## config.mk

```make
export PLATFORM = sky130hd
export DESIGN_NAME = attr_fetch_agen
export DESIGN_NICKNAME = d
export VERILOG_FILES = /design/src/rtl/attr_fetch_pkg.sv /design/src/rtl/attr_desc_decode.sv /design/src/rtl/attr_walk_ctrl.sv /design/src/rtl/attr_addr_calc.sv /design/src/rtl/attr_fetch_agen.sv
export SDC_FILE = /design/constraint.sdc
export NUM_CORES = 1
export LEC_CHECK = 0
export ABC_CLOCK_PERIOD_IN_PS = 16460
export CORE_UTILIZATION = 50
export CTS_CLUSTER_DIAMETER = 120
export DETAILED_ROUTE_END_ITERATION = 8
export HOLD_SLACK_MARGIN = 0.03
export PLACE_DENSITY = 0.76
export SYNTH_ARGS = -nofsm -noshare
export SYNTH_HDL_FRONTEND = slang
export SYNTH_SLANG_ARGS = --single-unit
```

## constraint.sdc

```tcl
create_clock -name clk -period 16.46 [get_ports clk]
set_input_delay 3.292 -clock clk [delete_from_list [all_inputs] [get_ports clk]]
set_output_delay 3.292 -clock clk [all_outputs]
set_load 0.05 [all_outputs]
```

## src/rtl/attr_fetch_pkg.sv

```systemverilog
package attr_fetch_pkg;

  // Layout word geometry
  localparam int DESC_W        = 64;
  localparam int FMT_W         = 2;
  localparam int CNT_W         = 2;
  localparam int SLOT_W        = FMT_W + CNT_W;
  localparam int NUM_DESC_ATTR = 12;
  localparam int MASK_LSB      = NUM_DESC_ATTR * SLOT_W;
  localparam int TOTAL_W       = 4;
  localparam int TOTAL_LSB     = MASK_LSB + NUM_DESC_ATTR;
  localparam int NUM_ATTR      = 1 << TOTAL_W;
  localparam int ATTR_W        = TOTAL_W;
  localparam int COMP_W        = CNT_W;

  // Address geometry
  localparam int BASE_W  = 29;
  localparam int ADDR_W  = 32;
  localparam int VTX_W   = 16;
  localparam int ESIZE_W = 3;
  localparam int STRD_W  = 5;

  typedef enum logic [FMT_W-1:0] {
    ELEM_S8  = 2'd0,
    ELEM_U8  = 2'd1,
    ELEM_S16 = 2'd2,
    ELEM_F32 = 2'd3
  } elem_fmt_e;

  typedef enum logic [1:0] {
    WALK_IDLE = 2'd0,
    WALK_RUN  = 2'd1,
    WALK_DONE = 2'd2
  } walk_state_e;

  // Bytes per element for a type code
  function automatic logic [ESIZE_W-1:0] elem_bytes(logic [FMT_W-1:0] f);
    case (elem_fmt_e'(f))
      ELEM_F32: return ESIZE_W'(4);
      ELEM_S16: return ESIZE_W'(2);
      default:  return ESIZE_W'(1);
    endcase
  endfunction

  // Bytes per vertex record of one attribute
  function automatic logic [STRD_W-1:0] attr_stride(logic [FMT_W-1:0] f,
                                                   logic [CNT_W-1:0] cnt_m1);
    logic [STRD_W-1:0] n;
    n = STRD_W'(cnt_m1) + STRD_W'(1);
    return STRD_W'(n * STRD_W'(elem_bytes(f)));
  endfunction

  // Byte address of one component
  function automatic logic [ADDR_W-1:0] comp_address(logic [BASE_W-1:0]  base,
                                                     logic [VTX_W-1:0]   vtx,
                                                     logic [STRD_W-1:0]  stride,
                                                     logic [COMP_W-1:0]  comp,
                                                     logic [ESIZE_W-1:0] esz);
    logic [ADDR_W-1:0] rec_off;
    logic [ADDR_W-1:0] comp_off;
    rec_off  = ADDR_W'(vtx) * ADDR_W'(stride);
    comp_off = ADDR_W'(comp) * ADDR_W'(esz);
    return ADDR_W'(base) + rec_off + comp_off;
  endfunction

endpackage

```

## src/rtl/attr_desc_decode.sv

```systemverilog
module attr_desc_decode
  import attr_fetch_pkg::*;
#(
  parameter int N_ATTR   = NUM_ATTR,
  parameter int N_DESC   = NUM_DESC_ATTR,
  localparam int TOT_W   = $clog2(N_ATTR) + 1
) (
  input  logic [DESC_W-1:0]             desc,
  output logic [N_ATTR-1:0][FMT_W-1:0]  fmt,
  output logic [N_ATTR-1:0][CNT_W-1:0]  cnt_m1,
  output logic [N_ATTR-1:0]             dflt,
  output logic [TOT_W-1:0]              total
);

  // Per-slot field extraction; slots past the layout word are forced default
  for (genvar n = 0; n < N_ATTR; n++) begin : g_slot
    if (n < N_DESC) begin : g_coded
      assign fmt[n]    = desc[n*SLOT_W +: FMT_W];
      assign cnt_m1[n] = desc[n*SLOT_W + FMT_W +: CNT_W];
      assign dflt[n]   = desc[MASK_LSB + n];
    end else begin : g_fixed
      assign fmt[n]    = '0;
      assign cnt_m1[n] = '0;
      assign dflt[n]   = 1'b1;
    end
  end

  assign total = TOT_W'(desc[TOTAL_LSB +: TOTAL_W]) + TOT_W'(1);

endmodule

```

## src/rtl/attr_walk_ctrl.sv

```systemverilog
module attr_walk_ctrl
  import attr_fetch_pkg::*;
#(
  parameter int N_ATTR  = NUM_ATTR,
  localparam int AW     = $clog2(N_ATTR),
  localparam int TOT_W  = AW + 1
) (
  input  logic                          clk,
  input  logic                          rst_n,
  input  logic                          start,
  input  logic                          ready,
  input  logic [N_ATTR-1:0][CNT_W-1:0]  cnt_m1,
  input  logic [N_ATTR-1:0]             dflt,
  input  logic [TOT_W-1:0]              total,
  output logic                          launch,
  output logic                          valid,
  output logic [AW-1:0]                 attr,
  output logic [COMP_W-1:0]             comp,
  output logic                          busy,
  output logic                          done
);

  walk_state_e       state_q;
  logic [AW-1:0]     attr_q;
  logic [COMP_W-1:0] comp_q;

  // Named events for the assertions
  logic accept_w;
  logic last_comp_w;
  logic last_attr_w;
  logic finish_w;

  assign launch      = (state_q == WALK_IDLE) && start;
  assign accept_w    = valid && ready;
  assign last_comp_w = dflt[attr_q] || (comp_q == cnt_m1[attr_q]);
  assign last_attr_w = (TOT_W'(attr_q) + TOT_W'(1)) == total;
  assign finish_w    = accept_w && last_comp_w && last_attr_w;

  always_ff @(posedge clk or negedge rst_n) begin
    if (!rst_n) begin
      state_q <= WALK_IDLE;
      attr_q  <= '0;
      comp_q  <= '0;
    end else begin
      case (state_q)
        WALK_IDLE: begin
          if (launch) begin
            state_q <= WALK_RUN;
            attr_q  <= '0;
            comp_q  <= '0;
          end
        end
        WALK_RUN: begin
          if (accept_w) begin
            if (!last_comp_w) begin
              comp_q <= comp_q + COMP_W'(1);
            end else if (last_attr_w) begin
              state_q <= WALK_DONE;
            end else begin
              attr_q <= attr_q + AW'(1);
              comp_q <= '0;
            end
          end
        end
        default: state_q <= WALK_IDLE;
      endcase
    end
  end

  assign valid = (state_q == WALK_RUN);
  assign busy  = (state_q != WALK_IDLE);
  assign done  = (state_q == WALK_DONE);
  assign attr  = attr_q;
  assign comp  = comp_q;

  // nothing is offered while idle
  assert_idle_quiet_R1: assert property (@(posedge clk) disable iff (!rst_n)
    !busy |-> (!valid && !done));

  // after an accepted non-final request the next one moves forward
  assert_ascending_R5: assert property (@(posedge clk) disable iff (!rst_n)
    (accept_w && !finish_w) |=>
      (valid && ((attr == $past(attr) && comp == $past(comp) + COMP_W'(1)) ||
                 (attr == $past(attr) + AW'(1) && comp == '0))));

  // done is a single pulse that follows the final acceptance
  assert_done_single_R10: assert property (@(posedge clk) disable iff (!rst_n)
    done |=> !done);
  assert_done_after_last_R10: assert property (@(posedge clk) disable iff (!rst_n)
    finish_w |=> (done && !valid));

  // a start during a walk does not restart the walk
  assert_start_ignored_R11: assert property (@(posedge clk) disable iff (!rst_n)
    (valid && start && !accept_w) |=> (valid && $stable(attr) && $stable(comp)));

endmodule

```

## src/rtl/attr_addr_calc.sv

```systemverilog
module attr_addr_calc
  import attr_fetch_pkg::*;
(
  input  logic [BASE_W-1:0] base,
  input  logic [VTX_W-1:0]  vtx,
  input  logic [FMT_W-1:0]  fmt,
  input  logic [CNT_W-1:0]  cnt_m1,
  input  logic [COMP_W-1:0] comp,
  input  logic              dflt,
  output logic [ADDR_W-1:0] addr,
  output logic [FMT_W-1:0]  fmt_out
);

  logic [ESIZE_W-1:0] esize_w;
  logic [STRD_W-1:0]  stride_w;
  logic [ADDR_W-1:0]  fetch_addr_w;

  assign esize_w      = elem_bytes(fmt);
  assign stride_w     = attr_stride(fmt, cnt_m1);
  assign fetch_addr_w = comp_address(base, vtx, stride_w, comp, esize_w);

  // Default attributes carry no address and no type
  assign addr    = dflt ? '0 : fetch_addr_w;
  assign fmt_out = dflt ? '0 : fmt;

endmodule

```

## src/rtl/attr_fetch_agen.sv

```systemverilog
module attr_fetch_agen
  import attr_fetch_pkg::*;
#(
  parameter int N_ATTR = NUM_ATTR,
  localparam int AW    = $clog2(N_ATTR),
  localparam int TOT_W = AW + 1
) (
  input  logic                       clk,
  input  logic                       rst_n,
  input  logic                       start_i,
  input  logic [DESC_W-1:0]          desc_i,
  input  logic [VTX_W-1:0]           vertex_i,
  input  logic [N_ATTR*BASE_W-1:0]   base_i,
  output logic                       req_valid_o,
  input  logic                       req_ready_i,
  output logic [AW-1:0]              req_attr_o,
  output logic [COMP_W-1:0]          req_comp_o,
  output logic                       req_dflt_o,
  output logic [FMT_W-1:0]           req_fmt_o,
  output logic [ADDR_W-1:0]          req_addr_o,
  output logic                       busy_o,
  output logic                       done_o
);

  // Captured job
  logic [DESC_W-1:0]              desc_q;
  logic [VTX_W-1:0]               vtx_q;
  logic [N_ATTR-1:0][BASE_W-1:0]  base_q;

  logic                           launch_w;
  logic [N_ATTR-1:0][FMT_W-1:0]   fmt_w;
  logic [N_ATTR-1:0][CNT_W-1:0]   cnt_w;
  logic [N_ATTR-1:0]              dflt_w;
  logic [TOT_W-1:0]               total_w;
  logic [AW-1:0]                  attr_w;
  logic [COMP_W-1:0]              comp_w;
  logic                           valid_w;

  always_ff @(posedge clk or negedge rst_n) begin
    if (!rst_n) begin
      desc_q <= '0;
      vtx_q  <= '0;
      base_q <= '0;
    end else if (launch_w) begin
      desc_q <= desc_i;
      vtx_q  <= vertex_i;
      base_q <= base_i;
    end
  end

  attr_desc_decode #(.N_ATTR(N_ATTR), .N_DESC(NUM_DESC_ATTR)) u_decode (
    .desc   (desc_q),
    .fmt    (fmt_w),
    .cnt_m1 (cnt_w),
    .dflt   (dflt_w),
    .total  (total_w)
  );

  attr_walk_ctrl #(.N_ATTR(N_ATTR)) u_walk (
    .clk    (clk),
    .rst_n  (rst_n),
    .start  (start_i),
    .ready  (req_ready_i),
    .cnt_m1 (cnt_w),
    .dflt   (dflt_w),
    .total  (total_w),
    .launch (launch_w),
    .valid  (valid_w),
    .attr   (attr_w),
    .comp   (comp_w),
    .busy   (busy_o),
    .done   (done_o)
  );

  attr_addr_calc u_agu (
    .base    (base_q[attr_w]),
    .vtx     (vtx_q),
    .fmt     (fmt_w[attr_w]),
    .cnt_m1  (cnt_w[attr_w]),
    .comp    (comp_w),
    .dflt    (dflt_w[attr_w]),
    .addr    (req_addr_o),
    .fmt_out (req_fmt_o)
  );

  assign req_valid_o = valid_w;
  assign req_attr_o  = attr_w;
  assign req_comp_o  = comp_w;
  assign req_dflt_o  = dflt_w[attr_w];

  // a stalled request is held unchanged
  assert_stall_hold_R9: assert property (@(posedge clk) disable iff (!rst_n)
    (req_valid_o && !req_ready_i) |=>
      (req_valid_o && $stable(req_attr_o) && $stable(req_comp_o) &&
       $stable(req_addr_o) && $stable(req_dflt_o) && $stable(req_fmt_o)));

  // a default indication names component 0 and carries no address or type
  assert_default_empty_R6: assert property (@(posedge clk) disable iff (!rst_n)
    (req_valid_o && req_dflt_o) |-> (req_comp_o == '0 && req_addr_o == '0 && req_fmt_o == '0));

  // high attribute indices never fetch
  assert_high_index_default_R7: assert property (@(posedge clk) disable iff (!rst_n)
    (req_valid_o && req_attr_o >= AW'(NUM_DESC_ATTR)) |-> req_dflt_o);

  // busy holds from the cycle after the start until done
  assert_busy_span_R10: assert property (@(posedge clk) disable iff (!rst_n)
    (busy_o && !done_o) |=> busy_o);

endmodule

```

==> flow_summary.toml, run 1 <==
[critical_path]
path_max_fanout = 37
worst-path-buf-inv = 5
path_class = "register to output port"
start_kind = "register"
worstPathRequired_ns = 13.17
cpMostUsedCell = "fa_1"
crit_family = "adder cells"
critPathMaxStageDelay_ns = 0.89
critical-path-slowest-cell = "dfrtp_4"
critical_path.endpoint_type = "output port"
worstPathArrival_ns = 10.62

[global_route]
grt_use_total_pct = 28.9
grt_pass1_wl_um = 128000
antenna_found_initial = 59
overflow = 0
grt_pass1_vias = 21315
grt_max_degree = 183

[yosys]
yosys.area.top_type_share_pct = 47.2
seq_area_frac_synth_pct = 47.2
netlist_area_um2 = 29200
avgSynthCellArea_um2 = 14.3
yosys.area.top_type = "dfrtp_1"
yosysWarnings = 0
synth-seq-cells = 552
syn-instance-count = 2049
async_flop_share_pct = 100
synth_ff_type = "dfrtp_1"
ys_top_cells_by_area = "dfrtp_1 47%, mux2_2 21%, mux4_2 11%, fa_1 4.5%, and2_1 2.0%"
synth-edff-count = 0
ys_types = 72

[clock_tree]
postCtsHoldBufs = 0
cts.sinks = 552
clkLatencyLatePin_ns = 0.63
cts-htree-levels = 2
ctsResizeCount = 0
cts-root-buf = "clkbuf_16"
post_cts_buffers = 0
clk_path_buf_depth = 3
numCtsBuffers = 59
clk_pin_slew_ns = 0.06
cts_tree = "done"

[sta]
rsz0062_at_grt = "false"
hold_violations = 0
slew_violations = 0
slew_headroom_pct = 19.9
finalSetupViolations = 0
period_share_pct = 84.5
setup_ws_ns = 2.55
skew_ns = 0.0254
fmax_mhz = 71.9
finalCriticalPeriod_ns = 13.91
setup_tns_ns = 0
worst_slew_pin_slew_ns = 1.20

[floorplanning]
initial_utilization_pct = 50.7
die_w_um = 244
die_area_um2 = 59500
core_area_um2 = 57700
rows = 88
io_pins = 592
die_h_um = 244

[outcome]
status = "complete, no violations"

[drt]
drt_drc_violations_left = 0
firstDrtPassIters = 5
vias_per_cell = 5.62
postRouteAntennaNets = 0
drtIter0Drc = 1032
wirelength_um = 84600
vias = 19351
routedWlPerCell_um = 24.6

[place]
hpwl_um = 64100
place.gp.congestion = 0.891
portBuffers = 589
post-place-ws_ns = 3.15

[layout]
nets = 3251
drive_gt1_share_pct = 31.2
final_common_cell = "clkdlybuf4s50_1"
fin_util_pct = 65.6
final_cell_mix = "588 x clkdlybuf4s50_1, 548 x dfrtp_1, 545 x mux2_2"
areaGrowthSynthToFinish_pct = 29.4

[min_path]
min-delay-path-class = "register to register"

[job]
cap_violations = 0
[final cells by class]
type / instances / area [um2]
Sequential cell: 552 / 13800
Antenna cell: 37 / 92.6
Multi-Input combinational cell: 1264 / 14500
Timing Repair Buffer: 606 / 6080
Clock inverter: 19 / 259
Tap cell: 765 / 957
Fill cell: 4294 / 19900
Inverter: 111 / 417
Clock buffer: 88 / 1740
[registers in the layout (all words and copies together), names as in the netlist]
| name | flops |
|---|---|
| u_walk.state_q | 2 |
| vtx_q | 16 |
| base_q | 464 |
| desc_q | 64 |
| u_walk.comp | 2 |
| u_walk.attr | 4 |
[synthesized netlist by cell type, types with 10 or more instances]
library cell    n
dfrtp_1       552
mux2_2        545
mux4_2        142
inv_1         111
and2_1         94
clkbuf_1       92
fa_1           66
nand2_1        48
ha_1           43
nor2_1         41
a21oi_1        29
xnor2_1        25
xor2_1         24
nand3_1        18
o21ai_0        18
mux4_1         15
buf_1          12
a21o_1         11
nor2b_1        11
nand4_1        10
[path summary, 6_finish.rpt]
check,start,end,slack [ns],cells past startpoint
min in group asynchronous,rst_n,base_q[285],2.74,1
hold reg to reg,u_walk.state_q[1],u_walk.state_q[0],0.47,1
max in group asynchronous,rst_n,base_q[95],11.39,3
setup / recovery,u_walk.attr[0],req_addr_o[23],2.55,29
setup reg to reg,u_walk.attr[3],u_walk.attr[2],12.51,9
hold / removal,u_walk.state_q[1],u_walk.state_q[0],0.47,1
[through the flow]
step                instance area [um2]  std cells  hold slack (ns)
CTS                               37700       3405            0.472
global route                      37800       3435            0.504
detailed placement                35700       3298            0.464
global placement                  35700       3298            0.442
floorplan                         29300       2050            0.423
finish                            37800       3442            0.471
[cell families (layout without fill, tap and decap cells)]
group | Yosys count | after routing | share of synthesized area (%)
AO/OA/AOI/OAI | 114 | 114 | 2.63
XOR/XNOR | 49 | 49 | 1.47
adder cells (fa/ha/maj) | 109 | 109 | 6.36
buffers and inverters | 234 | 824 | 3.35
flip-flops | 552 | 552 | 47.2
multiplexers | 711 | 711 | 33.6
other | 1 | 39 | 0.0128
AND/OR/NAND/NOR | 279 | 279 | 5.39
[metal layers]
layer  wire (um)  part of all wire, %  track usage (%)  up-vias
met5         172                 0.20                0        -
met4        3120                  3.7             11.9       26
met3        6480                  7.7             8.94      164
met2       41100                   49             46.4      592
met1       33700                   40             36.2     9997
li1            -                    -                -     8572
Power of run 1 is left out: the tool's default activity adds up to more than one toggle a clock period on the data nets, which glitch-free logic cannot reach.
==> run 2, diff against run 1 <==
--- a/config.mk
+++ b/config.mk
@@ -5,12 +5,12 @@
 export SDC_FILE = /design/constraint.sdc
 export NUM_CORES = 1
 export LEC_CHECK = 0
-export ABC_CLOCK_PERIOD_IN_PS = 16460
-export CORE_UTILIZATION = 50
+export ABC_CLOCK_PERIOD_IN_PS = 12500
+export CORE_UTILIZATION = 47
 export CTS_CLUSTER_DIAMETER = 120
 export DETAILED_ROUTE_END_ITERATION = 8
 export HOLD_SLACK_MARGIN = 0.03
-export PLACE_DENSITY = 0.76
+export PLACE_DENSITY = 0.75
 export SYNTH_ARGS = -nofsm -noshare
 export SYNTH_HDL_FRONTEND = slang
 export SYNTH_SLANG_ARGS = --single-unit
==> constraint.sdc (replaced) <==
create_clock -name clk -period 12.5 [get_ports clk]
set_input_delay 2.5 -clock clk [delete_from_list [all_inputs] [get_ports clk]]
set_output_delay 2.5 -clock clk [all_outputs]
set_load 0.05 [all_outputs]
==> flow_summary.toml, run 2 (same netlist as run 1, synthesis figures left out) <==
[layout]
top_register = "base_q"
areaGrowthSynthToFinish_pct = 30.0
fin_util_pct = 61.7
fill_cells = 4714
final_common_cell = "clkdlybuf4s50_1"
reg_top3 = "base_q x464, desc_q x64, vtx_q x16"
final_cell_mix = "570 x clkdlybuf4s50_1, 548 x dfrtp_1, 545 x mux2_2"
seqCellArea_um2 = 13800
largest_register_ffs = 464
nets = 3255
multi_input_area_um2 = 14500
drive_gt1_share_pct = 31.9

[global_route]
grt_pass1_wl_um = 129000
top_usage_layer = "met2"
grt_use_total_pct = 27.2
grt_pass1_vias = 21062
grt_max_degree = 211
antenna_found_initial = 43
overflow = 0
grt_util_met2_pct = 43.9
grt_use_met3_pct = 6.87
gr-usage-met1_pct = 35.7

[drt]
postRouteAntennaNets = 0
drt_drc_violations_left = 0
drtIter0Drc = 1200
routedWlPerCell_um = 24.2
wirelength_um = 84900
vias_per_cell = 5.51
firstDrtPassIters = 5
vias = 19327

[floorplanning]
die_w_um = 251
rows = 91
die_h_um = 251
io_pins = 592
core_area_um2 = 61600
die_area_um2 = 63200
initial_utilization_pct = 47.5

[clock_tree]
postCtsHoldBufs = 0
numCtsBuffers = 60
cts-htree-levels = 2
cts.sinks = 552
clk_pin_slew_ns = 0.06
clkLatencyLatePin_ns = 0.62
clk_path_buf_depth = 3
cts-root-buf = "clkbuf_16"
cts_tree = "done"

[critical_path]
rr_endpoint = "u_walk.attr[3]"
critPathMaxStageDelay_ns = 0.62
r2r-start = "u_walk.attr[0]"
path_max_fanout = 16
start_kind = "register"
critical-path-slowest-cell = "dfrtp_4"
critPathLaunch = "u_walk.attr[0]"
worstPathRequired_ns = 10.00
r2r_slack_ns = 8.55
critical_path.endpoint_type = "output port"
worstPathArrival_ns = 9.37
ff2ff_path_depth = 11
cpMostUsedCell = "fa_1"
path_class = "register to output port"

[place]
hpwl_um = 64500
place.gp.congestion = 0.926
portBuffers = 589

[sta]
finalSetupViolations = 0
skew_ns = 0.0241
fmax_mhz = 84.2
worst_slew_pin_slew_ns = 1.64
slew_violations = 109
finalCriticalPeriod_ns = 11.87
setup_tns_ns = 0
hold_violations = 0
slew_headroom_pct = -9.50
period_share_pct = 95.0
rsz0062_at_grt = "false"

[outcome]
violations = "slew limit"
status = "complete, but fails checks"

[min_path]
worstHoldPathCells = 1
min_to = "u_walk.state_q[0]"
min-delay-path-class = "register to register"
holdCritStartpoint = "u_walk.state_q[1]"

[job]
cap_violations = 0
[run 2: critical path: cells and delay by family, from the launching register on]
family                     cells  cell delay, ns
AOI/OAI and AO/OA              8            2.26
muxes                          3            1.04
xor gates and xnor gates       2            0.29
DFF                            1            0.62
and+or+nand+nor                3            0.51
adders and majority gates      8            3.46
buffers and inverters          5            0.53
[run 2: layout make-up]
cell class,instances,area share (%)
Antenna cell,30,0.197
Clock buffer,89,4.63
Clock inverter,15,0.566
Inverter,111,1.10
Multi-Input combinational cell,1264,38.1
Sequential cell,552,36.4
Tap cell,837,2.75
Timing Repair Buffer,609,16.3
[run 2: metal layers]
layer,vias to the layer above,wire length (um)
li1,8556,-
met1,10027,35100
met2,595,41800
met3,127,5550
met4,22,2300
met5,-,159
[run 2: what timing repair did]
item	in CTS	in global routing
resized for setup	0	2
buffers inserted	0	3
endpoints found under the setup margin	0	9
[run 2: through the flow]
stage / instance area (um2) / hold WS [ns] / instances / setup slack [ns]
after CTS: 37900 / 0.477 / 3474 / 0.246
final: 38000 / 0.486 / 3507 / 0.630
after detailed placement: 35900 / 0.470 / 3370 / 0.946
after global placement: 35900 / 0.439 / 3370 / 1.12
after global routing: 38000 / 0.509 / 3503 / 0.0312
after floorplan: 29300 / 0.423 / 2050 / 0.646
[run 2: worst max-delay path by stage]
stage                           to  slack [ns]  depth (start not counted)
finish              req_addr_o[28]        0.63                         29
global route        req_addr_o[28]        0.03                         29
CTS                 req_addr_o[23]        0.25                         25
detailed placement  req_addr_o[23]        0.95                         25
global placement    req_addr_o[23]        1.12                         27
floorplan           req_addr_o[27]        0.65                         32
Power of run 2 is left out for the same reason.
